### config.mk
export PLATFORM = sky130hd
export DESIGN_NAME = alu32_exec
export DESIGN_NICKNAME = d
export VERILOG_FILES = /design/src/rtl/alu32_pkg.sv /design/src/rtl/alu32_imm_ext.sv /design/src/rtl/alu32_logic.sv /design/src/rtl/alu32_arith.sv /design/src/rtl/alu32_exec.sv
export SDC_FILE = /design/constraint.sdc
export NUM_CORES = 1
export LEC_CHECK = 0
export ABC_AREA = 1
export ABC_CLOCK_PERIOD_IN_PS = 6200
export BUFFER_PORTS_ARGS = -buffer_cell sky130_fd_sc_hd__buf_4
export CAP_MARGIN = 10
export CELL_PAD_IN_SITES_DETAIL_PLACEMENT = 0
export CELL_PAD_IN_SITES_GLOBAL_PLACEMENT = 2
export CORE_ASPECT_RATIO = 0.5
export CORE_MARGIN = 2
export CORE_UTILIZATION = 35
export CTS_CLUSTER_DIAMETER = 40
export CTS_CLUSTER_SIZE = 8
export DETAILED_ROUTE_END_ITERATION = 16
export PLACE_DENSITY = 0.95
export SLEW_MARGIN = 25
export SYNTH_ARGS = -nofsm -noshare
export SYNTH_HDL_FRONTEND = slang
export SYNTH_SLANG_ARGS = --single-unit
### constraint.sdc
create_clock -name clk -period 6.2 [get_ports clk]
set_input_delay 0.31 -clock clk [delete_from_list [all_inputs] [get_ports clk]]
set_output_delay 0.31 -clock clk [all_outputs]
set_load 0.01 [all_outputs]
### src/rtl/alu32_pkg.sv
package alu32_pkg;
  typedef enum logic [4:0] {
    OP_ADD   = 5'd0,
    OP_ADDI  = 5'd1,
    OP_ADDIS = 5'd2,
    OP_AND   = 5'd3,
    OP_ANDC  = 5'd4,
    OP_NAND  = 5'd5,
    OP_NOR   = 5'd6,
    OP_NOT   = 5'd7,
    OP_OR    = 5'd8,
    OP_ORC   = 5'd9,
    OP_XOR   = 5'd10,
    OP_ANDI  = 5'd11,
    OP_ANDIS = 5'd12,
    OP_ORI   = 5'd13,
    OP_ORIS  = 5'd14,
    OP_XORI  = 5'd15,
    OP_XORIS = 5'd16,
    OP_NEG   = 5'd17,
    OP_EXTB  = 5'd18,
    OP_EXTH  = 5'd19,
    OP_MOVE  = 5'd20,
    OP_LI    = 5'd21
  } alu_op_e;
endpackage

### src/rtl/alu32_imm_ext.sv
module alu32_imm_ext #(
  parameter int DATA_W = 32,
  parameter int IMM_W  = 16
) (
  input  logic [IMM_W-1:0]  imm,
  output logic [DATA_W-1:0] imm_sext,
  output logic [DATA_W-1:0] imm_zext,
  output logic [DATA_W-1:0] imm_upper
);
  localparam int FILL_W = DATA_W - IMM_W;
  localparam int LOW_W  = DATA_W - IMM_W;

  assign imm_sext  = {{FILL_W{imm[IMM_W-1]}}, imm};
  assign imm_zext  = {{FILL_W{1'b0}}, imm};
  assign imm_upper = {imm, {LOW_W{1'b0}}};
endmodule

### src/rtl/alu32_logic.sv
module alu32_logic
  import alu32_pkg::*;
#(
  parameter int DATA_W = 32
) (
  input  alu_op_e           op,
  input  logic [DATA_W-1:0] opa,
  input  logic [DATA_W-1:0] opb,
  input  logic [DATA_W-1:0] imm_zext,
  input  logic [DATA_W-1:0] imm_upper,
  output logic [DATA_W-1:0] res,
  output logic              hit
);
  always_comb begin
    hit = 1'b1;
    res = '0;
    unique case (op)
      OP_AND:   res = opa & opb;
      OP_ANDC:  res = opa & ~opb;
      OP_NAND:  res = ~(opa & opb);
      OP_NOR:   res = ~(opa | opb);
      OP_NOT:   res = ~opa;
      OP_OR:    res = opa | opb;
      OP_ORC:   res = opa | ~opb;
      OP_XOR:   res = opa ^ opb;
      OP_ANDI:  res = opa & imm_zext;
      OP_ANDIS: res = opa & imm_upper;
      OP_ORI:   res = opa | imm_zext;
      OP_ORIS:  res = opa | imm_upper;
      OP_XORI:  res = opa ^ imm_zext;
      OP_XORIS: res = opa ^ imm_upper;
      default:  hit = 1'b0;
    endcase
  end
endmodule

### src/rtl/alu32_arith.sv
module alu32_arith
  import alu32_pkg::*;
#(
  parameter int DATA_W = 32
) (
  input  alu_op_e           op,
  input  logic [DATA_W-1:0] opa,
  input  logic [DATA_W-1:0] opb,
  input  logic [DATA_W-1:0] imm_sext,
  input  logic [DATA_W-1:0] imm_upper,
  output logic [DATA_W-1:0] res,
  output logic              hit
);
  localparam int BYTE_FILL = DATA_W - 8;
  localparam int HALF_FILL = DATA_W - 16;

  logic [DATA_W-1:0] addend;
  logic              use_adder;

  // one shared adder for the three add forms
  always_comb begin
    use_adder = 1'b1;
    unique case (op)
      OP_ADD:   addend = opb;
      OP_ADDI:  addend = imm_sext;
      OP_ADDIS: addend = imm_upper;
      default: begin
        addend    = '0;
        use_adder = 1'b0;
      end
    endcase
  end

  always_comb begin
    hit = 1'b1;
    res = '0;
    if (use_adder) begin
      res = opa + addend;
    end else begin
      unique case (op)
        OP_NEG:  res = ~opa + {{(DATA_W-1){1'b0}}, 1'b1};
        OP_EXTB: res = {{BYTE_FILL{opa[7]}}, opa[7:0]};
        OP_EXTH: res = {{HALF_FILL{opa[15]}}, opa[15:0]};
        OP_MOVE: res = opb;
        OP_LI:   res = imm_sext;
        default: hit = 1'b0;
      endcase
    end
  end
endmodule

### src/rtl/alu32_exec.sv
module alu32_exec
  import alu32_pkg::*;
#(
  parameter int DATA_W = 32,
  parameter int IMM_W  = 16,
  parameter int OP_W   = 5
) (
  input  logic              clk,
  input  logic              rst_n,
  input  logic              in_valid,
  output logic              in_ready,
  input  logic [OP_W-1:0]   in_op,
  input  logic [DATA_W-1:0] in_a,
  input  logic [DATA_W-1:0] in_b,
  input  logic [IMM_W-1:0]  in_imm,
  output logic              out_valid,
  input  logic              out_ready,
  output logic [DATA_W-1:0] out_result,
  output logic              out_illegal
);
  localparam int HALF_W = DATA_W / 2;

  alu_op_e           op;
  logic [DATA_W-1:0] imm_sext, imm_zext, imm_upper;
  logic [DATA_W-1:0] log_res, ari_res, nxt_res;
  logic              log_hit, ari_hit, nxt_ill;
  logic              accept;

  assign op = alu_op_e'(in_op);

  alu32_imm_ext #(.DATA_W(DATA_W), .IMM_W(IMM_W)) imm_i (
    .imm(in_imm), .imm_sext(imm_sext), .imm_zext(imm_zext), .imm_upper(imm_upper)
  );

  alu32_logic #(.DATA_W(DATA_W)) logic_i (
    .op(op), .opa(in_a), .opb(in_b), .imm_zext(imm_zext), .imm_upper(imm_upper),
    .res(log_res), .hit(log_hit)
  );

  alu32_arith #(.DATA_W(DATA_W)) arith_i (
    .op(op), .opa(in_a), .opb(in_b), .imm_sext(imm_sext), .imm_upper(imm_upper),
    .res(ari_res), .hit(ari_hit)
  );

  assign nxt_ill = !(log_hit || ari_hit);
  assign nxt_res = log_hit ? log_res : (ari_hit ? ari_res : '0);

  assign in_ready = !out_valid || out_ready;
  assign accept   = in_valid && in_ready;

  always_ff @(posedge clk) begin
    if (!rst_n) begin
      out_valid   <= 1'b0;
      out_result  <= '0;
      out_illegal <= 1'b0;
    end else if (accept) begin
      out_valid   <= 1'b1;
      out_result  <= nxt_res;
      out_illegal <= nxt_ill;
    end else if (out_ready) begin
      out_valid <= 1'b0;
    end
  end


  accept_to_out_chk: assert property (@(posedge clk) disable iff (!rst_n)
    (in_valid && in_ready) |=> out_valid);


  hold_stable_chk: assert property (@(posedge clk) disable iff (!rst_n)
    (out_valid && !out_ready) |=> (out_valid && $stable(out_result) && $stable(out_illegal)));


  illegal_zero_chk: assert property (@(posedge clk) disable iff (!rst_n)
    (out_valid && out_illegal) |-> (out_result == '0));


  andc_result_chk: assert property (@(posedge clk) disable iff (!rst_n)
    (in_valid && in_ready && in_op == OP_ANDC) |=> (out_result == ($past(in_a) & ~$past(in_b))));


  neg_result_chk: assert property (@(posedge clk) disable iff (!rst_n)
    (in_valid && in_ready && in_op == OP_NEG) |=> (out_result + $past(in_a) == '0));


  move_result_chk: assert property (@(posedge clk) disable iff (!rst_n)
    (in_valid && in_ready && in_op == OP_MOVE) |=> (out_result == $past(in_b)));


  upper_low_chk: assert property (@(posedge clk) disable iff (!rst_n)
    (in_valid && in_ready && (in_op == OP_ORIS || in_op == OP_XORIS))
      |=> (out_result[HALF_W-1:0] == $past(in_a[HALF_W-1:0])));


  reset_idle_chk: assert property (@(posedge clk)
    !rst_n |=> (!out_valid && in_ready));
endmodule

==> summary.txt, run 1 <==
Die
  • DIE HEIGHT: approximately 130 µm
  • I/O pins: approximately 120
  • CORE AREA: between 0.03 and 0.04 mm²
  • Row count: 46
  • DIE AREA: about 0.033 mm²
  • Initial cell density of the core: between 30% and 40%
  • Die W: 256 µm

Placed design
  • Dpl hpwl: roughly 41000 µm
  • I/O Buffers: between 100 and 150
  • Gp weighted congestion: roughly 1
  • Post-Place Setup Slack: roughly 2.2 ns

Critical path
  • Startpoint Class: primary input
  • Crit-path max FO: 31
  • WS Path Type: primary input to flop
  • Critical Path RT: 6.37 ns
  • Worst Setup End Kind: flop
  • Worst path arrival time: ~4 ns

Drt
  • DRT Wirelength: about 54000 µm
  • Drt initial violations: about 1500
  • Wire per inst: about 22 µm
  • First-pass DRT Iterations: 5
  • Via Count: between 10000 and 15000
  • Post-route ant nets: 0
  • DR vias/cell: roughly 5.5
  • # DRC: 0

Final layout
  • Share of cells above drive strength 1: between 10% and 20%
  • # nets final: roughly 2300
  • Layout overhead on the synthesized area: 12.8%
  • Fill cells: 3518
  • Ant. Diodes: 0
  • Most frequent cells in the layout: nand2_1, inv_1, nor2_1, ha_1, buf_4
  • Final core utilization: about 40%
  • Most common cell after layout, fill and taps aside: nand2_1

STA
  • Worst Skew: about 0.008 ns
  • Max Fclk: between 0.2 and 0.3 GHz
  • Min setup slack post-route: 2.38 ns
  • Finish-stage setup viols: 0
  • Max transition margin: approximately 30%
  • RSZ-0062 raised after global routing: no
  • Final Hold Violating Endpoints: 0
  • Slew @ Worst Pin: ~1.0 ns
  • Fin crit period: between 3 and 4 ns
  • Worst hold margin: between 0.3 and 0.4 ns
  • Setup_tns: 0 ns
  • Final worst path period share: between 60 and 70%
  • Slew Limit Fails: 0

Clock network
  • TritonCTS clock tree: yes
  • CTS hold repair buffers: 0
  • Setup Fix Bufs, Post-CTS: 0
  • CTS Buf Count: 5
  • Sinks on Clock Net: 34
  • Post-CTS sizing: 0
  • H-tree depth: 2
  • Root buffer selected by CTS: clkbuf_16
  • Clock buffer depth: 2
  • Clock-pin slew on the worst setup and hold paths: about 0.06 ns
  • Worst skew pair latency: 0.31 ns

Pwr
  • Lkg Pwr: 6.63 nW
  • Maximum vdd ir drop: between 0.00008 and 0.00009 V
  • Tot Pwr: 1.18 mW
  • Pwr dens: 93.7 mW/mm²

Logic synthesis
  • Yosys reg bits: 34
  • Area leader, netlist: ha_1
  • Syn_area_per_cell: ~5.8 µm²
  • Ys flop type: dfxtp_1
  • Synth cell types: 50
  • Post-synth EDFFs: 0
  • Cells after synthesis: about 1900
  • Async SR Flop Fraction: 0%
  • Syn_nets: approximately 2300
  • Seq/Total Area, Yosys: around 6%
  • Synth area leaders: ha_1, nand2_1, inv_1, nor2_1, dfxtp_1
  • Mapped Area: between 0.01 and 0.015 mm²
  • Share of the synthesized area in the top cell type: between 20% and 30%
  • Ys Warns: 0

GRT
  • Total grt overflow: 0
  • Largest net degree at the start of global routing: 37
  • Number of global-route vias before repair: between 10000 and 15000
  • Gr usage total: 31.7%
  • First-pass GRT wire length: a little under 80000 µm
  • Initial antenna violation count: 0

Min path
  • HP Class: primary input to flop

Job
  • Max Cap Violations: 0

Status
  • Outcome: finished clean
==> state kept, by name (all words and copies together) (netlist names) <==
register and count:
out_result 32, out_valid 1, out_illegal 1
==> power by group <==
part / total [mW] / switching (mW) / internal, mW / leakage, nW
clock network: 0.286 / 0.126 / 0.160 / 0.0729
logic: 0.642 / 0.435 / 0.207 / 6.28
registers: 0.251 / 0.0129 / 0.238 / 0.280
==> synth_stat cells, types with 2 or more instances <==
library cell    n
ha_1          224
nand4_1        32
a21oi_2         4
nand2_4         3
o221ai_1       16
buf_2          22
nor3_2          2
clkbuf_1       28
nor2_2          7
inv_1         233
o211ai_1       14
o21ai_0       120
nand3b_1        6
nor2_1        224
nand3_2         5
buf_6           4
dfxtp_1        34
nor2_8          2
o22ai_1        62
a221oi_1        3
nand3_1       112
buf_4           5
or2_2          10
nor3_1         28
nor4_1          3
o2111ai_1      10
nand2_1       588
a21oi_1        71
nor2_4          8
clkinv_1        3
xor2_1          2
xnor2_1         4
o21bai_1        3
nand2_2         4
a22o_1          3
inv_2          12
a211oi_1        7
o21ai_1         7
==> kinds of logic after synthesis <==
group | after synthesis | synth area share [%]
simple gates | 1038 | 39.8
compound gates | 324 | 17.1
buf+inv | 310 | 11.2
fa+ha+maj | 225 | 25.3
flops | 34 | 6.11
xor+xnor | 6 | 0.471
==> layout make-up <==
type / instances / area (µm²) / area share (%)
clock buffers: 6 / 139 / 1.10
clock inverters: 2 / 12.5 / 0.0995
well taps: 432 / 541 / 4.30
multi-input cells: 1593 / 9230 / 73.4
inverters: 249 / 937 / 7.45
flip-flops and latches: 34 / 681 / 5.41
repair buffers: 135 / 1030 / 8.22
==> layer usage <==
metal  wire length, µm  track usage, %
met1             25700            46.6
met2             21500            46.8
met3              6240            7.81
met4               772            5.37
met5                 0               0
==> critical path, cell delays in order <==
cell	delay (ns)
buf_4	0.13
nor2_2	0.57
inv_1	0.09
nor2_1	0.20
inv_1	0.06
buf_4	0.25
o22ai_1	0.18
ha_1	0.35
nand2_1	0.14
inv_1	0.06
a21oi_1	0.43
nand3_1	0.46
a21oi_1	0.35
xor2_1	0.16
nand2_1	0.07
nand2_1	0.07
a21oi_1	0.06
==> metrics by stage <==
| step | cells | area (µm²) |
|---|---|---|
| floorplan | 1937 | 11100 |
| global placement | 2442 | 12400 |
| detailed placement | 2442 | 12400 |
| CTS | 2450 | 12500 |
| global route | 2451 | 12600 |
| finish | 2451 | 12600 |
==> worst paths after layout <==
kind                                        to          start  slack (ns)  depth (start not counted)
worst max-delay path            out_result[20]       in_op[2]        2.38                         17
worst min-delay path                 out_valid      out_ready        0.31                          4
worst min register to register   out_result[9]  out_result[9]        0.47                          2
worst max register to register  out_result[17]      out_valid        3.92                         12
No activity file was read; power rests on OpenSTA's default activity.
==> run 2, diff against run 1 <==
--- a/config.mk
+++ b/config.mk
@@ -6,18 +6,18 @@
 export NUM_CORES = 1
 export LEC_CHECK = 0
 export ABC_AREA = 1
-export ABC_CLOCK_PERIOD_IN_PS = 6200
+export ABC_CLOCK_PERIOD_IN_PS = 3200
 export BUFFER_PORTS_ARGS = -buffer_cell sky130_fd_sc_hd__buf_4
 export CAP_MARGIN = 10
 export CELL_PAD_IN_SITES_DETAIL_PLACEMENT = 0
 export CELL_PAD_IN_SITES_GLOBAL_PLACEMENT = 2
 export CORE_ASPECT_RATIO = 0.5
 export CORE_MARGIN = 2
-export CORE_UTILIZATION = 35
+export CORE_UTILIZATION = 29
 export CTS_CLUSTER_DIAMETER = 40
 export CTS_CLUSTER_SIZE = 8
 export DETAILED_ROUTE_END_ITERATION = 16
-export PLACE_DENSITY = 0.95
+export PLACE_DENSITY = 0.87
 export SLEW_MARGIN = 25
 export SYNTH_ARGS = -nofsm -noshare
 export SYNTH_HDL_FRONTEND = slang
==> constraint.sdc (replaced) <==
create_clock -name clk -period 3.2 [get_ports clk]
set_input_delay 0.16 -clock clk [delete_from_list [all_inputs] [get_ports clk]]
set_output_delay 0.16 -clock clk [all_outputs]
set_load 0.01 [all_outputs]
==> summary.txt, run 2 (synthesis results as in run 1) <==
STA
  • Max Fclk: around 0.37 GHz
  • Worst Skew: between 0.009 and 0.01 ns
  • Max transition margin: between 40% and 50%
  • RSZ-0062 raised after global routing: no
  • Final Hold Violating Endpoints: 0
  • Finish-stage setup viols: 0
  • Slew Limit Fails: 0
  • Slew @ Worst Pin: 0.853 ns
  • Fin crit period: ~2.7 ns
  • Worst hold margin: approximately 0.15 ns
  • Final worst path period share: ~85%
  • Setup_tns: 0 ns

Status
  • Outcome: finished clean

Critical path
  • Startpoint Class: primary input
  • Crit path largest cell delay: 0.35 ns
  • Crit-path max FO: 13
  • Critical Path RT: approximately 3.4 ns
  • WS Path Type: primary input to flop
  • Worst Setup End Kind: flop
  • Crit-path most repeated cell: nand2_1
  • Cell Chain, Critical Path: buf_4 -> nor2_8 -> nand2_1 -> nor2_1 -> inv_1 -> buf_4 -> o21ai_0 -> ha_1 -> nand2_1 -> nor2_1 -> buf_4 -> nand2_1 -> nand3_1 -> a21oi_1 -> nand2_1 -> nand3_1 -> nand3_1 -> nand2_1 -> inv_1
  • Worst path arrival time: roughly 3 ns
  • Worst r2r path cells: 9
  • Crit-path slowest cell: ha_1

Final layout
  • Max FFs per register: 32
  • Layout overhead on the synthesized area: 16.7%
  • Share of cells above drive strength 1: between 10% and 20%
  • Fill cells: around 4300
  • Most frequent cells in the layout: nand2_1, inv_1, nor2_1, ha_1, buf_4
  • Ant. Diodes: 0
  • Most common cell after layout, fill and taps aside: nand2_1
  • Post-route insts no fill: 2580
  • Fin area: 0.0130 mm²
  • Regs by FF count: out_result (32), out_illegal (1), out_valid (1)
  • Top reg by flops: out_result
  • # nets final: around 2400

Placed design
  • I/O Buffers: about 120
  • Area post-placement: ~0.013 mm²
  • Gp weighted congestion: 1.00
  • Placed insts: around 2600
  • Dpl hpwl: approximately 44000 µm

Drt
  • # DRC: 0
  • First-pass DRT Iterations: 6
  • Post-route ant nets: 0
  • Drt initial violations: 1501
  • DRT Wirelength: between 50000 and 60000 µm
  • Via Count: 13604
  • Metal2 WL: roughly 23000 µm
  • Wire per inst: around 22 µm
  • Metal3 WL: approximately 5800 µm
  • Met1 WL: 26300 µm
  • DR vias/cell: 5.27
  • Uppermost layer routed: met4

GRT
  • Number of global-route vias before repair: approximately 12000
  • First-pass GRT wire length: 80600 µm
  • Largest net degree at the start of global routing: 33
  • Gr usage total: 27.6%
  • Total grt overflow: 0
  • Initial antenna violation count: 1

Min path
  • HP Class: primary input to flop
  • Worst hold stages: 4

Pwr
  • Pwr dens: 179 mW/mm²
  • Lkg Pwr: between 6 and 7 nW
  • Maximum vdd ir drop: ~0.00018 V
  • Tot Pwr: around 2.3 mW

Clock network
  • H-tree depth: 2
  • Worst skew pair latency: 0.32 ns
  • Clock-pin slew on the worst setup and hold paths: 0.06 ns
  • CTS hold repair buffers: 0
  • Clock buffer depth: 2
  • Setup Fix Bufs, Post-CTS: 0
  • TritonCTS clock tree: yes
  • Sinks on Clock Net: 34
  • CTS Buf Count: 5
  • Post-CTS sizing: 0
  • Root buffer selected by CTS: clkbuf_16

Job
  • Max Cap Violations: 0

Die
  • DIE HEIGHT: around 140 µm
  • CORE AREA: around 0.038 mm²
  • Die W: approximately 280 µm
  • DIE AREA: 0.0401 mm²
  • Initial cell density of the core: just under 30%
  • I/O pins: 124
  • Row count: 50
run 2: final cells by class:
type,count,area [µm²],share of cell area (%)
multi-input cells,1593,9220,70.9
repair buffers,176,1370,10.5
inverters,249,937,7.20
flip-flops and latches,34,681,5.23
well taps,520,651,5.00
clock buffers,7,143,1.10
clock inverters,1,5.00,0.0385
run 2: final timing paths:
kind | start | end | slack [ns]
setup / recovery | in_op[0] | out_result[17] | 0.47
hold / removal | out_ready | out_valid | 0.15
setup reg to reg | out_valid | out_result[6] | 1.38
hold reg to reg | out_result[10] | out_result[10] | 0.47
run 2: critical path, delay by kind of cell:
family / cells / cell delay (ns)
AO/OA/AOI/OAI: 2 / 0.45
buffers and inverters: 5 / 0.71
AND/OR/NAND/NOR: 11 / 1.25
adder cells (fa/ha/maj): 1 / 0.35
run 2: per-layer routing:
metal | vias up | track usage [%]
li1 | 6594 | -
met1 | 6284 | 39.9
met2 | 650 | 40.4
met3 | 76 | 6.38
met4 | 0 | 7.95
met5 | - | 0
run 2: power by group:
part           internal [mW]  switching (mW)
combinational          0.424           0.839
clock                  0.311           0.268
sequential             0.461          0.0262
run 2: through the flow:
| step | setup slack, ns | utilization, % |
|---|---|---|
| 2_1_floorplan | 0.534 | - |
| 3_3_place_gp | 0.230 | 34.1 |
| 3_5_place_dp | 0.168 | 34.1 |
| 4_1_cts | 0.493 | 34.5 |
| 5_1_grt | 0.203 | 34.5 |
| 6_report | 0.474 | 34.5 |
==> run 3, diff against run 2 <==
--- a/config.mk
+++ b/config.mk
@@ -7,7 +7,7 @@
 export LEC_CHECK = 0
 export ABC_AREA = 1
 export ABC_CLOCK_PERIOD_IN_PS = 3200
-export BUFFER_PORTS_ARGS = -buffer_cell sky130_fd_sc_hd__buf_4
+export BUFFER_PORTS_ARGS = -buffer_cell sky130_fd_sc_hd__buf_2
 export CAP_MARGIN = 10
 export CELL_PAD_IN_SITES_DETAIL_PLACEMENT = 0
 export CELL_PAD_IN_SITES_GLOBAL_PLACEMENT = 2
==> summary.txt, run 3 (synthesis results as in run 1) <==
Status
  • Outcome: finished clean

STA
  • Worst Skew: 0.0111 ns
  • Fin crit period: ~3 ns
  • Max Fclk: around 0.33 GHz
  • Max transition margin: 32.0%
  • RSZ-0062 raised after global routing: no
  • Finish-stage setup viols: 0
  • Final Hold Violating Endpoints: 0
  • Final worst path period share: between 90% and 100%
  • Worst hold margin: 0.155 ns
  • Slew Limit Fails: 0
  • Setup_tns: 0 ns
  • Slew @ Worst Pin: slightly above 1 ns

Clock network
  • Root buffer selected by CTS: clkbuf_16
  • Clock buffer depth: 2
  • CTS hold repair buffers: 0
  • Clock-pin slew on the worst setup and hold paths: approximately 0.070 ns
  • CTS Buf Count: 5
  • H-tree depth: 2
  • Setup Fix Bufs, Post-CTS: 0
  • Post-CTS sizing: 0
  • Sinks on Clock Net: 34
  • TritonCTS clock tree: yes
  • Worst skew pair latency: ~0.32 ns

Final layout
  • Share of cells above drive strength 1: about an eighth
  • Fin area: 0.0128 mm²
  • Layout overhead on the synthesized area: 14.7%
  • Max FFs per register: 32
  • # nets final: between 2000 and 2500
  • Multi-input logic area: 0.00922 mm²
  • FF+latch area: 681 µm²
  • Fill cells: 4339
  • Most common cell after layout, fill and taps aside: nand2_1
  • Post-route insts no fill: 2592
  • Top reg by flops: out_result
  • Regs by FF count: out_result (32), out_illegal (1), out_valid (1)
  • Most frequent cells in the layout: nand2_1, inv_1, nor2_1, ha_1, buf_2

Pwr
  • Int Power: 1.19 mW
  • Pwr dens: between 150 and 200 mW/mm²
  • Switching Share: 48.7%
  • Logic pwr share: a little over half
  • Tot Pwr: roughly 2.3 mW
  • Lkg Pwr: 6.81 nW
  • Maximum vdd ir drop: roughly 0.00018 V
  • P_sw: 1.13 mW
  • Sequential share of power: a little over a fifth
  • Clk pwr share: between 20 and 30%

Drt
  • DR vias/cell: ~5.3
  • DRT Wirelength: roughly 56000 µm
  • Via Count: between 10000 and 15000
  • Post-route ant nets: 0
  • First-pass DRT Iterations: 6
  • Drt initial violations: ~1600
  • Wire per inst: between 20 and 25 µm
  • # DRC: 0

GRT
  • Gr usage total: between 20% and 30%
  • Initial antenna violation count: 1
  • First-pass GRT wire length: 81300 µm
  • Global routing usage on met3: under 10%
  • Met1 Resource Use GR: 39.8%
  • Met2 Use GR: a little over two fifths
  • Largest net degree at the start of global routing: 32
  • Gr busiest metal: met2
  • Number of global-route vias before repair: around 12000
  • Total grt overflow: 0

Critical path
  • Cell Chain, Critical Path: buf_2 -> buf_4 -> inv_2 -> nand2_1 -> nor2_4 -> nand2_2 -> o221ai_1 -> ha_1 -> nand2_1 -> nor2_1 -> nand2_1 -> nand2_1 -> a21oi_1 -> nand3b_1 -> nand3_1 -> nand2_1 -> nand2_1 -> a21oi_1
  • Crit path largest cell delay: between 0.4 and 0.5 ns
  • Worst Setup End Kind: flop
  • Crit-path max FO: 11
  • Crit-path most repeated cell: nand2_1
  • Crit path buf inv count: 3
  • WS Path Type: primary input to flop
  • Worst path arrival time: approximately 3.3 ns
  • CP delay by family, top: simple AND/OR/NAND/NOR gates
  • Crit-path slowest cell: o221ai_1
  • Startpoint Class: primary input
  • Critical Path RT: 3.45 ns

Placed design
  • I/O Buffers: 123
  • Dpl hpwl: about 44000 µm
  • Placed insts: around 2600
  • Area post-placement: 0.0126 mm²
  • Gp weighted congestion: between 1 and 1.5

Die
  • Row count: 50
  • Die W: approximately 280 µm
  • CORE AREA: around 0.038 mm²
  • I/O pins: roughly 120
  • Initial cell density of the core: 29.6%
  • DIE HEIGHT: approximately 140 µm
  • DIE AREA: about 0.04 mm²

Min path
  • HP Class: primary input to flop

Job
  • Max Cap Violations: 0
run 3: final timing paths:
path	startpoint	endpoint	slack, ns	cells past startpoint
hold reg to reg	out_result[9]	out_result[9]	0.47	2
setup / recovery	in_op[0]	out_result[27]	0.19	18
setup reg to reg	out_valid	out_result[5]	1.22	8
hold / removal	out_ready	out_valid	0.15	4
run 3: worst min-delay path, stage by stage:
cell and delay (ns):
buf_2 0.07, inv_1 0.03, nand2_1 0.09, a21oi_1 0.07
run 3: area by class of cell:
type / instances / area share (%)
multi-input combinational: 1593 / 72.2
timing repair buffer: 187 / 8.77
antenna: 1 / 0.0196
clock buffer: 8 / 1.30
inverter: 249 / 7.33
sequential: 34 / 5.33
tap: 520 / 5.09
run 3: metrics by stage:
stage,setup WS (ns),util (%)
3_5_place_dp,0.0582,33.5
6_report,0.188,33.9
3_3_place_gp,0.00394,33.5
5_1_grt,0.114,33.9
2_1_floorplan,0.534,-
4_1_cts,0.381,33.9
run 3: per-layer routing:
layer / share of wire (%) / up-vias
met2: 41 / 608
met3: 9.5 / 86
li1: - / 6610
met4: 2.4 / 0
met1: 47 / 6388
met5: 0 / -
run 3: power groups by stage:
stage               registers [mW]  logic (mW)  clock network (mW)
floorplan                    0.505       0.664                   0
global placement             0.495        1.18                   0
detailed placement           0.494        1.18                   0
CTS                          0.485        1.19               0.634
global route                 0.488        1.32               0.648
finish                       0.484        1.21               0.625
